## src/rtl/hexcpu_pkg.sv

```systemverilog
package hexcpu_pkg;
  localparam int DW     = 8;
  localparam int AW     = 8;
  localparam int IW     = 16;
  localparam int NREG   = 16;
  localparam int FIELDW = 4;

  localparam logic [3:0] OPC_LDM = 4'h1;
  localparam logic [3:0] OPC_LDI = 4'h2;
  localparam logic [3:0] OPC_STM = 4'h3;
  localparam logic [3:0] OPC_MOV = 4'h4;
  localparam logic [3:0] OPC_ADD = 4'h5;
  localparam logic [3:0] OPC_IOR = 4'h7;
  localparam logic [3:0] OPC_AND = 4'h8;
  localparam logic [3:0] OPC_XOR = 4'h9;
  localparam logic [3:0] OPC_ROT = 4'hA;
  localparam logic [3:0] OPC_JEQ = 4'hB;
  localparam logic [3:0] OPC_HLT = 4'hC;

  typedef enum logic [3:0] {
    ST_FETCH0, ST_FETCH1, ST_FETCH2, ST_EXEC,
    ST_LDWAIT, ST_LDDONE, ST_STDONE, ST_ROTATE, ST_HALT
  } cpu_state_e;

  typedef enum logic [2:0] {
    ALU_ADD, ALU_IOR, ALU_AND, ALU_XOR, ALU_ROR
  } alu_op_e;
endpackage

```

## src/rtl/hexcpu_regfile.sv

```systemverilog
module hexcpu_regfile #(
  parameter int DW   = 8,
  parameter int NREG = 16
) (
  input  logic                    clk,
  input  logic                    we,
  input  logic [$clog2(NREG)-1:0] waddr,
  input  logic [DW-1:0]           wdata,
  input  logic [$clog2(NREG)-1:0] ra_s,
  input  logic [$clog2(NREG)-1:0] ra_t,
  input  logic [$clog2(NREG)-1:0] ra_r,
  output logic [DW-1:0]           rd_s,
  output logic [DW-1:0]           rd_t,
  output logic [DW-1:0]           rd_r,
  output logic [DW-1:0]           rd_zero
);
  logic [DW-1:0] regs [NREG];

  always_ff @(posedge clk) begin
    if (we) regs[waddr] <= wdata;
  end

  assign rd_s    = regs[ra_s];
  assign rd_t    = regs[ra_t];
  assign rd_r    = regs[ra_r];
  assign rd_zero = regs[0];
endmodule

```

## src/rtl/hexcpu_alu.sv

```systemverilog
module hexcpu_alu
  import hexcpu_pkg::*;
#(
  parameter int DW = 8
) (
  input  alu_op_e       op,
  input  logic [DW-1:0] a,
  input  logic [DW-1:0] b,
  output logic [DW-1:0] y
);
  always_comb begin
    case (op)
      ALU_ADD: y = a + b;
      ALU_IOR: y = a | b;
      ALU_AND: y = a & b;
      ALU_XOR: y = a ^ b;
      ALU_ROR: y = {a[0], a[DW-1:1]};
      default: y = a;
    endcase
  end
endmodule

```

## src/rtl/hexcpu_ctrl.sv

```systemverilog
module hexcpu_ctrl
  import hexcpu_pkg::*;
#(
  parameter int DW = 8,
  parameter int AW = 8,
  parameter int FW = 4
) (
  input  logic          clk,
  input  logic          rst,
  input  logic [AW-1:0] start_addr,
  output logic          halted,
  output logic [AW-1:0] mem_addr,
  output logic [DW-1:0] mem_wdata,
  output logic          mem_we,
  input  logic [DW-1:0] mem_rdata,
  output logic [FW-1:0] f_r,
  output logic [FW-1:0] f_s,
  output logic [FW-1:0] f_t,
  input  logic [DW-1:0] rd_s,
  input  logic [DW-1:0] rd_t,
  input  logic [DW-1:0] rd_r,
  input  logic [DW-1:0] rd_zero,
  output alu_op_e       alu_op,
  output logic [DW-1:0] alu_a,
  output logic [DW-1:0] alu_b,
  input  logic [DW-1:0] alu_y,
  output logic          rf_we,
  output logic [FW-1:0] rf_waddr,
  output logic [DW-1:0] rf_wdata
);
  localparam int IWID = 4 * FW;
  localparam logic [AW-1:0] STEP1 = AW'(1);
  localparam logic [AW-1:0] STEP2 = AW'(2);

  cpu_state_e      state;
  logic [AW-1:0]   pc;
  logic [IWID-1:0] ir;
  logic [FW-1:0]   rot_cnt;
  logic [FW-1:0]   opc;
  logic [AW-1:0]   xy;

  assign opc = ir[IWID-1 -: FW];
  assign f_r = ir[3*FW-1 -: FW];
  assign f_s = ir[2*FW-1 -: FW];
  assign f_t = ir[FW-1:0];
  assign xy  = AW'(ir[2*FW-1:0]);

  always_comb begin
    rf_we    = 1'b0;
    rf_waddr = f_r;
    rf_wdata = alu_y;
    alu_op   = ALU_ADD;
    alu_a    = rd_s;
    alu_b    = rd_t;
    case (state)
      ST_EXEC: begin
        case (opc)
          OPC_LDI: begin rf_we = 1'b1; rf_wdata = DW'(xy); end
          OPC_MOV: begin rf_we = 1'b1; rf_waddr = f_t; rf_wdata = rd_s; end
          OPC_ADD: begin rf_we = 1'b1; alu_op = ALU_ADD; end
          OPC_IOR: begin rf_we = 1'b1; alu_op = ALU_IOR; end
          OPC_AND: begin rf_we = 1'b1; alu_op = ALU_AND; end
          OPC_XOR: begin rf_we = 1'b1; alu_op = ALU_XOR; end
          default: rf_we = 1'b0;
        endcase
      end
      ST_LDDONE: begin rf_we = 1'b1; rf_wdata = mem_rdata; end
      ST_ROTATE: begin rf_we = 1'b1; alu_op = ALU_ROR; alu_a = rd_r; end
      default: rf_we = 1'b0;
    endcase
  end

  always_ff @(posedge clk) begin
    if (rst) begin
      state     <= ST_FETCH0;
      pc        <= start_addr;
      mem_addr  <= start_addr;
      mem_we    <= 1'b0;
      mem_wdata <= '0;
      halted    <= 1'b0;
      ir        <= '0;
      rot_cnt   <= '0;
    end else begin
      case (state)
        ST_FETCH0: begin
          mem_addr <= pc + STEP1;
          state    <= ST_FETCH1;
        end
        ST_FETCH1: begin
          ir[IWID-1 -: DW] <= mem_rdata;
          state            <= ST_FETCH2;
        end
        ST_FETCH2: begin
          ir[DW-1:0] <= mem_rdata;
          pc         <= pc + STEP2;
          state      <= ST_EXEC;
        end
        ST_EXEC: begin
          case (opc)
            OPC_LDM: begin
              mem_addr <= xy;
              state    <= ST_LDWAIT;
            end
            OPC_STM: begin
              mem_addr  <= xy;
              mem_wdata <= rd_r;
              mem_we    <= 1'b1;
              state     <= ST_STDONE;
            end
            OPC_ROT: begin
              if (f_t == '0) begin
                mem_addr <= pc;
                state    <= ST_FETCH0;
              end else begin
                rot_cnt <= f_t;
                state   <= ST_ROTATE;
              end
            end
            OPC_JEQ: begin
              if (rd_r == rd_zero) begin
                pc       <= xy;
                mem_addr <= xy;
              end else begin
                mem_addr <= pc;
              end
              state <= ST_FETCH0;
            end
            OPC_HLT: begin
              halted <= 1'b1;
              state  <= ST_HALT;
            end
            default: begin
              mem_addr <= pc;
              state    <= ST_FETCH0;
            end
          endcase
        end
        ST_LDWAIT: state <= ST_LDDONE;
        ST_LDDONE: begin
          mem_addr <= pc;
          state    <= ST_FETCH0;
        end
        ST_STDONE: begin
          mem_we   <= 1'b0;
          mem_addr <= pc;
          state    <= ST_FETCH0;
        end
        ST_ROTATE: begin
          rot_cnt <= rot_cnt - FW'(1);
          if (rot_cnt == FW'(1)) begin
            mem_addr <= pc;
            state    <= ST_FETCH0;
          end
        end
        ST_HALT: state <= ST_HALT;
        default: state <= ST_FETCH0;
      endcase
    end
  end

  // first cycle out of reset presents the start address
  assert_reset_start_R1: assert property (@(posedge clk) disable iff (rst)
    $past(rst) |-> (mem_addr == $past(start_addr) && !halted && !mem_we));

  // second instruction byte comes from the next address
  assert_fetch_pair_R2: assert property (@(posedge clk) disable iff (rst)
    (state == ST_FETCH1) |-> (mem_addr == $past(mem_addr) + STEP1));

  // store strobe lasts exactly one cycle
  assert_store_pulse_R4: assert property (@(posedge clk) disable iff (rst)
    mem_we |=> !mem_we);

  // rotation state never runs with an exhausted count
  assert_rot_count_R8: assert property (@(posedge clk) disable iff (rst)
    (state == ST_ROTATE) |-> (rot_cnt != '0));

  // equal registers redirect the next fetch to the target byte
  assert_jump_taken_R9: assert property (@(posedge clk) disable iff (rst)
    (state == ST_EXEC && opc == OPC_JEQ && rd_r == rd_zero)
      |=> (mem_addr == $past(xy)));

  // halt is sticky and silent
  assert_halt_hold_R10: assert property (@(posedge clk) disable iff (rst)
    halted |=> (halted && !mem_we));
endmodule

```

## src/rtl/hexcpu_core.sv

```systemverilog
module hexcpu_core
  import hexcpu_pkg::*;
#(
  parameter int DATA_W = hexcpu_pkg::DW,
  parameter int ADDR_W = hexcpu_pkg::AW,
  parameter int REGS   = hexcpu_pkg::NREG
) (
  input  logic              clk,
  input  logic              rst,
  input  logic [ADDR_W-1:0] start_addr,
  output logic              halted,
  output logic [ADDR_W-1:0] mem_addr,
  output logic [DATA_W-1:0] mem_wdata,
  output logic              mem_we,
  input  logic [DATA_W-1:0] mem_rdata
);
  localparam int FW = $clog2(REGS);

  logic [FW-1:0]     f_r, f_s, f_t, rf_waddr;
  logic [DATA_W-1:0] rd_s, rd_t, rd_r, rd_zero;
  logic [DATA_W-1:0] alu_a, alu_b, alu_y, rf_wdata;
  logic              rf_we;
  alu_op_e           alu_op;

  hexcpu_ctrl #(.DW(DATA_W), .AW(ADDR_W), .FW(FW)) u_ctrl (
    .clk(clk), .rst(rst), .start_addr(start_addr), .halted(halted),
    .mem_addr(mem_addr), .mem_wdata(mem_wdata), .mem_we(mem_we),
    .mem_rdata(mem_rdata), .f_r(f_r), .f_s(f_s), .f_t(f_t),
    .rd_s(rd_s), .rd_t(rd_t), .rd_r(rd_r), .rd_zero(rd_zero),
    .alu_op(alu_op), .alu_a(alu_a), .alu_b(alu_b), .alu_y(alu_y),
    .rf_we(rf_we), .rf_waddr(rf_waddr), .rf_wdata(rf_wdata)
  );

  hexcpu_regfile #(.DW(DATA_W), .NREG(REGS)) u_rf (
    .clk(clk), .we(rf_we), .waddr(rf_waddr), .wdata(rf_wdata),
    .ra_s(f_s), .ra_t(f_t), .ra_r(f_r),
    .rd_s(rd_s), .rd_t(rd_t), .rd_r(rd_r), .rd_zero(rd_zero)
  );

  hexcpu_alu #(.DW(DATA_W)) u_alu (
    .op(alu_op), .a(alu_a), .b(alu_b), .y(alu_y)
  );
endmodule

```

## config.mk

```make
export PLATFORM = sky130hd
export DESIGN_NAME = hexcpu_core
export DESIGN_NICKNAME = d
export VERILOG_FILES = /design/src/rtl/hexcpu_pkg.sv /design/src/rtl/hexcpu_regfile.sv /design/src/rtl/hexcpu_alu.sv /design/src/rtl/hexcpu_ctrl.sv /design/src/rtl/hexcpu_core.sv
export SDC_FILE = /design/constraint.sdc
export NUM_CORES = 1
export LEC_CHECK = 0
export ABC_CLOCK_PERIOD_IN_PS = 7900
export BUFFER_PORTS_ARGS = -buffer_cell sky130_fd_sc_hd__buf_2
export CAP_MARGIN = 30
export CELL_PAD_IN_SITES_DETAIL_PLACEMENT = 0
export CELL_PAD_IN_SITES_GLOBAL_PLACEMENT = 2
export CORE_AREA = 2 2 149 165
export CTS_BUF_LIST = sky130_fd_sc_hd__clkbuf_2 sky130_fd_sc_hd__clkbuf_4 sky130_fd_sc_hd__clkbuf_8
export CTS_CLUSTER_DIAMETER = 30
export DETAILED_ROUTE_END_ITERATION = 8
export DIE_AREA = 0 0 151 167
export PLACE_DENSITY = 0.95
export SYNTH_ARGS = -nofsm -noshare
export SYNTH_HDL_FRONTEND = slang
export SYNTH_HIERARCHICAL = 1
export SYNTH_SLANG_ARGS = --single-unit
```

## constraint.sdc

```tcl
create_clock -name clk -period 7.9 [get_ports clk]
set_input_delay 0 -clock clk [delete_from_list [all_inputs] [get_ports clk]]
set_output_delay 0 -clock clk [all_outputs]
set_load 0.03 [all_outputs]
```

## Word-level counts from Yosys, hierarchy flattened

Memory sizes are Yosys's and may differ from the RTL's. A register that Yosys moved wholly into a read port is not among the register bits.
Cells that the tools add are included.

| storage, ports and cells | value |
|---|---|
| flip-flop bits (word level) | 50 |
| memory bits (writable) | 128 |
| logic and storage cells | 103 |
| memories kept | 1 |

Memories:

| memory | words | width | read ports | clocked after memory_dff | wr ports | line | RTL |
|---|---|---|---|---|---|---|---|
| u_rf.regs | 16 | 8 | 4 | 3 | 1 | hexcpu_regfile.sv:17 | `logic [DW-1:0] regs [NREG];` |

| operators by class | value |
|---|---|
| add/subtract/negate cells | 4 |
| equal/unequal tests | 33 |
| mux-type cells | 36 |
| bitwise logic cells | 3 |
| reductions and logical operators | 17 |

Operator list:

| kind | count |
|---|---|
| $pmux W8 S4 | 2 |
| $mux W8 | 7 |
| $pmux W8 S2 | 3 |
| $mux W4 | 11 |
| $pmux W8 S5 | 1 |
| $eq A4 B3 Y1 const B | 7 |
| $pmux W4 S7 | 1 |
| $eq A4 B4 Y1 const B | 6 |
| $eq A4 B2 Y1 const B | 4 |
| $pmux W4 S4 | 1 |
| $eq A4 B1 Y1 const B | 3 |
| $add A8 B1 Y8 const B | 1 |
| $add A8 B2 Y8 const B | 1 |
| $add A8 B8 Y8 | 1 |
| $and A8 B8 Y8 | 1 |
| $eq A8 B8 Y1 | 1 |
| $logic_not A4 Y1 | 2 |
| $or A8 B8 Y8 | 1 |
| $pmux W4 S2 | 1 |
| $reduce_and A2 Y1 | 4 |
| $xor A8 B8 Y8 | 1 |
| $eq A3 B2 Y1 const B | 2 |
| $ne A2 B2 Y1 const B | 3 |
| $ne A3 B2 Y1 const B | 2 |
| 19 further kinds | 26 |

## Logic depth before layout (Yosys ltp)

Gate-level depths: netlist of run 1.

| depth | value |
|---|---|
| depth in word-level cells | 7 |
| depth in mapped cells | 16 |

## Cells and area by module

The synthesis of run 1 kept the hierarchy.

Modules (own cells, without submodules):

| module | times used | cells each | area each (µm²) | sequential area each (µm²) |
|---|---|---|---|---|
| hexcpu_regfile | 1 | 361 | 7034.2 | 3843.7 |
| hexcpu_ctrl | 1 | 431 | 3434.5 | 1161.1 |
| hexcpu_alu | 1 | 124 | 875.8 | 0.0 |

## Worst setup path after synthesis of run 1

No wires, ideal clock.

| path | value |
|---|---|
| kind | register -> register |
| start point | register, netlist name u_ctrl/ir[4] |
| end point | memory u_rf.regs[0][6], data pin |
| arrival | 3463 ps |
| data required time | 7593 ps |
| slack | 4130 ps |
| cell stages (with the launch flop) | 17 |
| buffers on the path | 3 |
| clock period less this slack | 3770 ps |
| cell sequence | dfxtp_1 -> buf_4 -> buf_6 -> buf_4 -> mux4_2 -> a22oi_1 -> nand2_1 -> nand2_1 -> nand2_1 -> ha_1 -> fa_1 -> a211oi_1 -> o21bai_1 -> a21oi_1 -> xor2_1 -> o41ai_1 -> a221o_1 |

RTL lines:

| item | line |
|---|---|
| end: declaration | hexcpu_regfile.sv:17 |

## Final worst setup path of run 1

| path | value |
|---|---|
| start point | register u_ctrl.state[2] |
| end point | memory u_rf.regs[13][7], data pin |

| between the ends | value |
|---|---|
| longest elaborated chain between the ends | 6 |

Ends and longest elaborated chain:

| item | line | RTL |
|---|---|---|
| start: declaration | hexcpu_ctrl.sv:35 | `cpu_state_e state;` |
| start signal: assignment | hexcpu_ctrl.sv:75 | `state <= ST_FETCH0;` |
| start signal: assignment | hexcpu_ctrl.sv:87 | `state <= ST_FETCH1;` |
| start signal: assignment | hexcpu_ctrl.sv:91 | `state <= ST_FETCH2;` |
| $eq A4 B3 Y1 or $eq A4 B2 Y1 (tied branches) | hexcpu_ctrl.sv:55 | `case (state)` |
| $pmux W3 S2 * | hexcpu_ctrl.sv:55 |  |
| net alu_op[2] | hexcpu_core.sv:23 | `alu_op_e alu_op;` |
| $eq A3 B3 Y1 (tied with other cells) | hexcpu_alu.sv:12 | `case (op)` |
| $pmux W8 S5 * | hexcpu_alu.sv:12 |  |
| net alu_y[7] | hexcpu_core.sv:21 | `logic [DATA_W-1:0] alu_a, alu_b, alu_y, rf_wdata;` |
| $pmux W8 S2 | hexcpu_ctrl.sv:57 | `case (opc)` |
| $pmux W8 S2 * | hexcpu_ctrl.sv:55 |  |
| net rf_wdata[7] | hexcpu_core.sv:21 |  |

The timed path passes the listed nets; every way through them passes the cells marked *.

==> results of run 1 <==
-- through the flow --
| step | instance area [µm²] | utilization [%] | total power [W] |
|---|---|---|---|
| floorplan | 11300 | - | 0.00150 |
| global placement | 11400 | 48.8 | 0.00164 |
| detailed placement | 11500 | 48.8 | 0.00165 |
| CTS | 12100 | 51.3 | 0.00231 |
| global route | 12100 | 51.4 | 0.00240 |
| finish | 12100 | 51.4 | 0.00231 |
-- final timing paths --
kind                               to  slack, ps  cells after the start
setup / recovery     u_rf/regs[13][7]       2910                     13
hold / removal    u_ctrl/mem_wdata[7]         70                      3
hold reg to reg         u_ctrl/halted        450                      2
setup reg to reg     u_rf/regs[13][7]       2910                     13
-- power groups by stage --
stage	clock network, W	registers, W	logic [W]
after CTS	0.000677	0.00116	0.000479
after detailed placement	0	0.00118	0.000471
after global routing	0.000715	0.00116	0.000521
after floorplan	0	0.00117	0.000337
after global placement	0	0.00118	0.000462
final	0.000669	0.00116	0.000484
-- flip-flops by register name (all words and copies together) (netlist names) --
signal,count
u_ctrl/mem_wdata,8
u_ctrl/pc,8
u_rf/regs,128
u_ctrl/halted,1
u_ctrl/state,4
u_ctrl/ir,16
u_ctrl/rot_cnt,4
u_ctrl/mem_addr,8
u_ctrl/mem_we,1
-- cell usage after synthesis (15+ instances only) --
cell type | count | area [µm²]
buf_2 | 15 | 75.1
a22oi_1 | 61 | 458
nor2_1 | 59 | 221
o21ai_0 | 26 | 130
mux2i_1 | 21 | 210
ha_1 | 20 | 250
mux4_2 | 53 | 1190
edfxtp_1 | 144 | 4320
inv_1 | 30 | 113
clkbuf_1 | 22 | 82.6
mux4_1 | 42 | 1100
a21oi_1 | 49 | 245
nand2_1 | 112 | 420
dfxtp_1 | 34 | 681
buf_4 | 24 | 180
-- worst min-delay path: cells and delay by family --
family | cells | cell delay, ps
buf+inv | 2 | 380
simple gates | 1 | 140
-- layer usage --
metal | vias up | part of all wire [%]
li1 | 3616 | -
met1 | 4143 | 38
met2 | 495 | 48
met3 | 88 | 9.7
met4 | 0 | 4.5
met5 | - | 0
-- area by class of cell --
| cell class | instances | area, µm² | area share [%] |
|---|---|---|---|
| sequential | 178 | 5010 | 41.5 |
| clock inverter | 15 | 196 | 1.63 |
| clock buffer | 17 | 234 | 1.94 |
| multi-input combinational | 623 | 5700 | 47.2 |
| inverter | 30 | 113 | 0.933 |
| timing repair buffer | 65 | 440 | 3.65 |
| tap | 305 | 382 | 3.16 |
-- cells by family after synthesis --
group | after synthesis | synth area share [%]
flip-flops | 178 | 44.1
AND/OR/NAND/NOR | 243 | 9.86
AO/OA/AOI/OAI | 211 | 12.8
XOR/XNOR | 23 | 1.78
multiplexers | 124 | 23.1
adder cells (fa/ha/maj) | 22 | 2.47
buffers and inverters | 115 | 5.82
-- placed cells by master (no fill, tap or decap), drive strengths merged, types with 8 or more instances in the layout --
master,count
o21ai,30
o22ai,8
clkbuf,17
a221o,8
nand2,113
edfxtp,144
nor2,60
mux4,97
xnor2,11
a22oi,61
nor2b,12
nand3,10
nor3,8
dlygate4sd3,16
buf,49
mux2i,21
xor2,12
nand2b,8
a221oi,8
inv,40
a21oi,49
ha,20
dfxtp,34
==> impl_metrics.yaml, run 1 <==
setup_path:
  reg2reg_from: "u_ctrl/state[2]"
  critPathCaptureType: "flop"
  cp-startpoint: "u_ctrl/state[2]"
  slowest_delay_ps: 920
  cp.buffers_inverters: 2
  crit_chain: "nor2b_1 -> nand3_1 -> inv_1 -> nand2_1 -> nand2_1 -> inv_1 -> ha_1 -> a211oi_1 -> o21ai_1 -> a31oi_1 -> xor2_1 -> o41ai_2 -> a221o_1"
  critPathKind: "reg -> reg"
  cp_max_fo: 31
  critical_path_arrival_ps: 5120
  crit_slowest_cell: "inv_1"
  crit_required_ps: 8030
  cp_top_family: "compound AO/OA/AOI/OAI gates"
  cp-start-kind: "flop"
cts:
  cts_root_buffer: "clkbuf_8"
  cts_resized: 0
  htreeDepth: 4
  clkLatencyLatePin_ps: 490
  hold_buffers: 16
  postCtsSetupRepairBufs: 0
  cts_buffer_depth: 2
  clk_pin_slew_worst_paths_ps: 120
  tritoncts: "built"
  clock-sinks: 178
  cts_made_buffers: 17
global_route:
  gr-usage-all-layers_pct: 26.2
  grt_pass1_wl_mm: 48.5
  grt_pass1_vias: 8099
  grt_use_met2_pct: 42.0
  grt_overflow: 0
  grt_use_met1_pct: 34.4
  antenna_found_initial: 0
  use_met3_pct: 5.48
  grt-busiest-layer: "met2"
  grt_max_degree: 46
die:
  start_util_pct: 48.3
  num_rows: 59
  fp.coreArea_um2: 23500
  ioPinCount: 36
  die_h_um: 167
  die-width_um: 151
  die_area_um2: 25200
sta:
  tns_ps: 0
  worst_pin_slew_ps: 1060
  setup_viol: 0
  period_share_pct: 63.1
  fin_ws_ps: 2910
  finalHoldViolations: 0
  finClkSkew_ps: 19.7
  finalMaxSlewViolations: 0
  period_minus_slack_ps: 4990
  whs_ps: 72.2
  relSlewSlack_pct: 29.1
  rsz0062_at_grt: "no"
  timing.fmax_mhz: 201
power:
  powerDensity_nw_per_um2: 191
  p_int_w: 0.00154
  p_seq_share_pct: 50.1
  clkPwrFrac_pct: 29.0
  power_leakage_nw: 4.13
  switchingPower_w: 0.000765
  power_switching_share_pct: 33.1
  irDropWorstVdd_v: 0.000153
  power_frac_comb_pct: 20.9
layout:
  drive_above_1_share_pct: 17.5
  fin_nets: 954
  final_cells: 1233
  n_antenna_cell: 0
  area_delta_synth_final_pct: 6.42
  fill_cells: 1995
yosys:
  synth-edff-count: 144
  netlist_instances: 916
  synthesis.nets: 955
  yosys.cell_types.count: 72
  syn-cell-area_um2: 11300
  ys_warn_count: 6
  synth_top_flop_cell: "edfxtp_1"
  synthArstFlopShare_pct: 0
  ys_seq_elements: 178
  synth-seq-area-share_pct: 44.1
  syn_avg_cell_area_um2: 12.4
hold_path:
  hold_path.class: "in -> reg"
  holdCritStartpoint: "rst"
placement:
  place.gp.congestion: 0.877
  dp_slack_ps: 2980
  portBuffers: 35
  place_inst: 1182
  place_hpwl_mm: 21.9
route:
  drt-initial-drc-count: 1110
  antenna_left: 0
  drc: 0
  dr.pass1.iters: 5
  post_drt_via_cell_ratio: 6.77
  wire_per_inst_um: 26.0
  totalWireLength_mm: 32.0
  routed-via-count: 8342
outcome:
  status: "completed"
job:
  cap_violations: 0
(Power assumes the default switching activity.)
==> run 2: changes to the inputs <==
- ABC_CLOCK_PERIOD_IN_PS: 7900 -> 4000
- CORE_AREA: 2 2 149 165 -> 2 2 162 180
- DIE_AREA: 0 0 151 167 -> 0 0 164 182
- PLACE_DENSITY: 0.95 -> 0.87
- clock period: 7.9 -> 4 ns (I/O delays scaled with it)
==> run 2 against run 1 <==
  * Via count is 3.7% higher
  * Flip-flop and latch count stayed put
  * Register-to-register slack worse by 2800 ps
  * Global-route usage is 3.0 points lower
  * Count of clock-buffer cells in the layout is 1 higher
  * Combinational power grew to 2.5 times the previous value
  * Cell area is 7.6% higher
  * Worst hold slack better by 34 ps
  * Maximum frequency is 28% higher
  * Routed wire length is 6.4% higher
  * Critical path depth is 1 higher
  * Core utilization is 5.4 points lower
  * Critical endpoint is now u_rf/regs[8][6]
  * Highest routed layer unchanged
==> impl_metrics.yaml, run 2 (same netlist as run 1, synthesis figures left out) <==
placement:
  dp_slack_ps: 76.9
  place_inst: 1331
  placed_area_um2: 12300
  portBuffers: 35
  place_hpwl_mm: 24.3
  place.gp.congestion: 0.898
layout:
  n_antenna_cell: 0
  drive_above_1_share_pct: 25.0
  most-common-layout-cells: "edfxtp_1, nand2_1, buf_4, nor2_1, a22oi_1"
  largest_register_ffs: 128
  largest-register: "u_rf/regs"
  final_cells: 1384
  fin_nets: 1042
  fill_cells: 2532
  design_area_um2: 13000
  largestRegisters: "u_rf/regs x128, u_ctrl/ir x16"
  layout_commonest_cell: "edfxtp_1"
  area_delta_synth_final_pct: 14.5
route:
  wire_per_inst_um: 24.6
  drc: 0
  dr.pass1.iters: 6
  antenna_left: 0
  post_drt_via_cell_ratio: 6.25
  totalWireLength_mm: 34.1
  routed-via-count: 8647
  drt-initial-drc-count: 1249
cts:
  cts_made_buffers: 17
  clkLatencyLatePin_ps: 480
  tritoncts: "built"
  cts_root_buffer: "clkbuf_8"
  clock-sinks: 178
  clk_pin_slew_worst_paths_ps: 100
  cts_buffer_depth: 2
  htreeDepth: 4
sta:
  finalMaxSlewViolations: 0
  timing.fmax_mhz: 256
  period_minus_slack_ps: 3900
  period_share_pct: 97.5
  worst_pin_slew_ps: 901
  relSlewSlack_pct: 39.7
  fin_ws_ps: 100
  finClkSkew_ps: 20.9
  setup_viol: 0
  finalHoldViolations: 0
setup_path:
  r2r_slack_ps: 100
  cp-start-kind: "flop"
  critPathCaptureType: "flop"
  critPathKind: "reg -> reg"
  crit_required_ps: 4220
  r2r_cells: 14
  cp_max_fo: 16
  critical_path_arrival_ps: 4120
global_route:
  grt_pass1_wl_mm: 51.6
  gr-usage-all-layers_pct: 23.2
  antenna_found_initial: 0
  grt_max_degree: 45
  grt_overflow: 0
  grt_pass1_vias: 8313
power:
  irDropWorstVdd_v: 0.000251
  power_switching_share_pct: 31.4
  clkPwrFrac_pct: 28.0
  p_int_w: 0.00332
  switchingPower_w: 0.00152
  power_frac_comb_pct: 25.4
  p_seq_share_pct: 46.6
  power_leakage_nw: 4.61
  powerDensity_nw_per_um2: 373
die:
  die-width_um: 164
  num_rows: 65
  die_area_um2: 29800
  ioPinCount: 36
  die_h_um: 182
  fp.coreArea_um2: 28200
  start_util_pct: 40.2
hold_path:
  hold_path.class: "in -> reg"
  whs_path_depth: 4
job:
  cap_violations: 0
outcome:
  status: "completed"
[run 2: path summary, 6_finish.rpt]
path	endpoint	start
setup / recovery	u_rf/regs[8][6]	u_rf/regs[0][0]
hold / removal	u_ctrl/rot_cnt[0]	rst
hold reg to reg	u_ctrl/halted	u_ctrl/halted
setup reg to reg	u_rf/regs[8][6]	u_rf/regs[0][0]
[run 2: cell type report]
cell class	instances	area, µm²	share of cell area [%]
Multi-Input combinational cell	623	5710	44.0
Sequential cell	178	5010	38.6
Clock buffer	18	241	1.86
Clock inverter	14	189	1.45
Inverter	30	113	0.867
Tap cell	368	460	3.54
Timing Repair Buffer	153	1260	9.72
[run 2: routing by layer]
metal  global-route usage [%]  vias to the layer above  wire (µm)
met3                     3.86                       71       2750
met5                        0                        -          0
met1                     32.2                     4302      14000
met2                     36.5                      487      16000
met4                     9.02                        0       1350
li1                         -                     3787          -
[run 2: repair_timing]
| item | in CTS | in global routing |
|---|---|---|
| resized for setup | 0 | 13 |
| endpoints found under the setup margin | 0 | 80 |
| hold buffers | 16 | 0 |
| buffers inserted | 0 | 5 |
| endpoints found under the hold margin | 29 | 0 |
[run 2: stage by stage]
step | power (W) | util [%] | hold WS [ps] | TNS (ps)
final | 0.00485 | 46.0 | 106 | 0
after global routing | 0.00503 | 46.0 | 105 | -5.82
after CTS | 0.00485 | 45.7 | 86.3 | 0
after detailed placement | 0.00349 | 43.6 | 291 | 0
after global placement | 0.00347 | 43.6 | 289 | 0
after floorplan | 0.00297 | - | 136 | 0
[run 2: critical path, stage by stage, from the launching register on]
cell	delay [ps]
edfxtp_1	490
mux4_4	620
a22oi_1	280
nand2_1	140
nand2_1	70
nand2_1	80
ha_1	240
fa_2	380
a211oi_1	240
o21bai_1	110
a21oi_1	180
xor2_1	160
o41ai_1	100
a221o_1	380
buf_12	170
[run 2: power groups by stage]
| stage | clock network [W] | logic, W | registers [W] |
|---|---|---|---|
| final | 0.00136 | 0.00123 | 0.00226 |
| after global routing | 0.00146 | 0.00131 | 0.00227 |
| after CTS | 0.00139 | 0.00120 | 0.00226 |
| after detailed placement | 0 | 0.00118 | 0.00230 |
| after global placement | 0 | 0.00117 | 0.00230 |
| after floorplan | 0 | 0.000666 | 0.00231 |
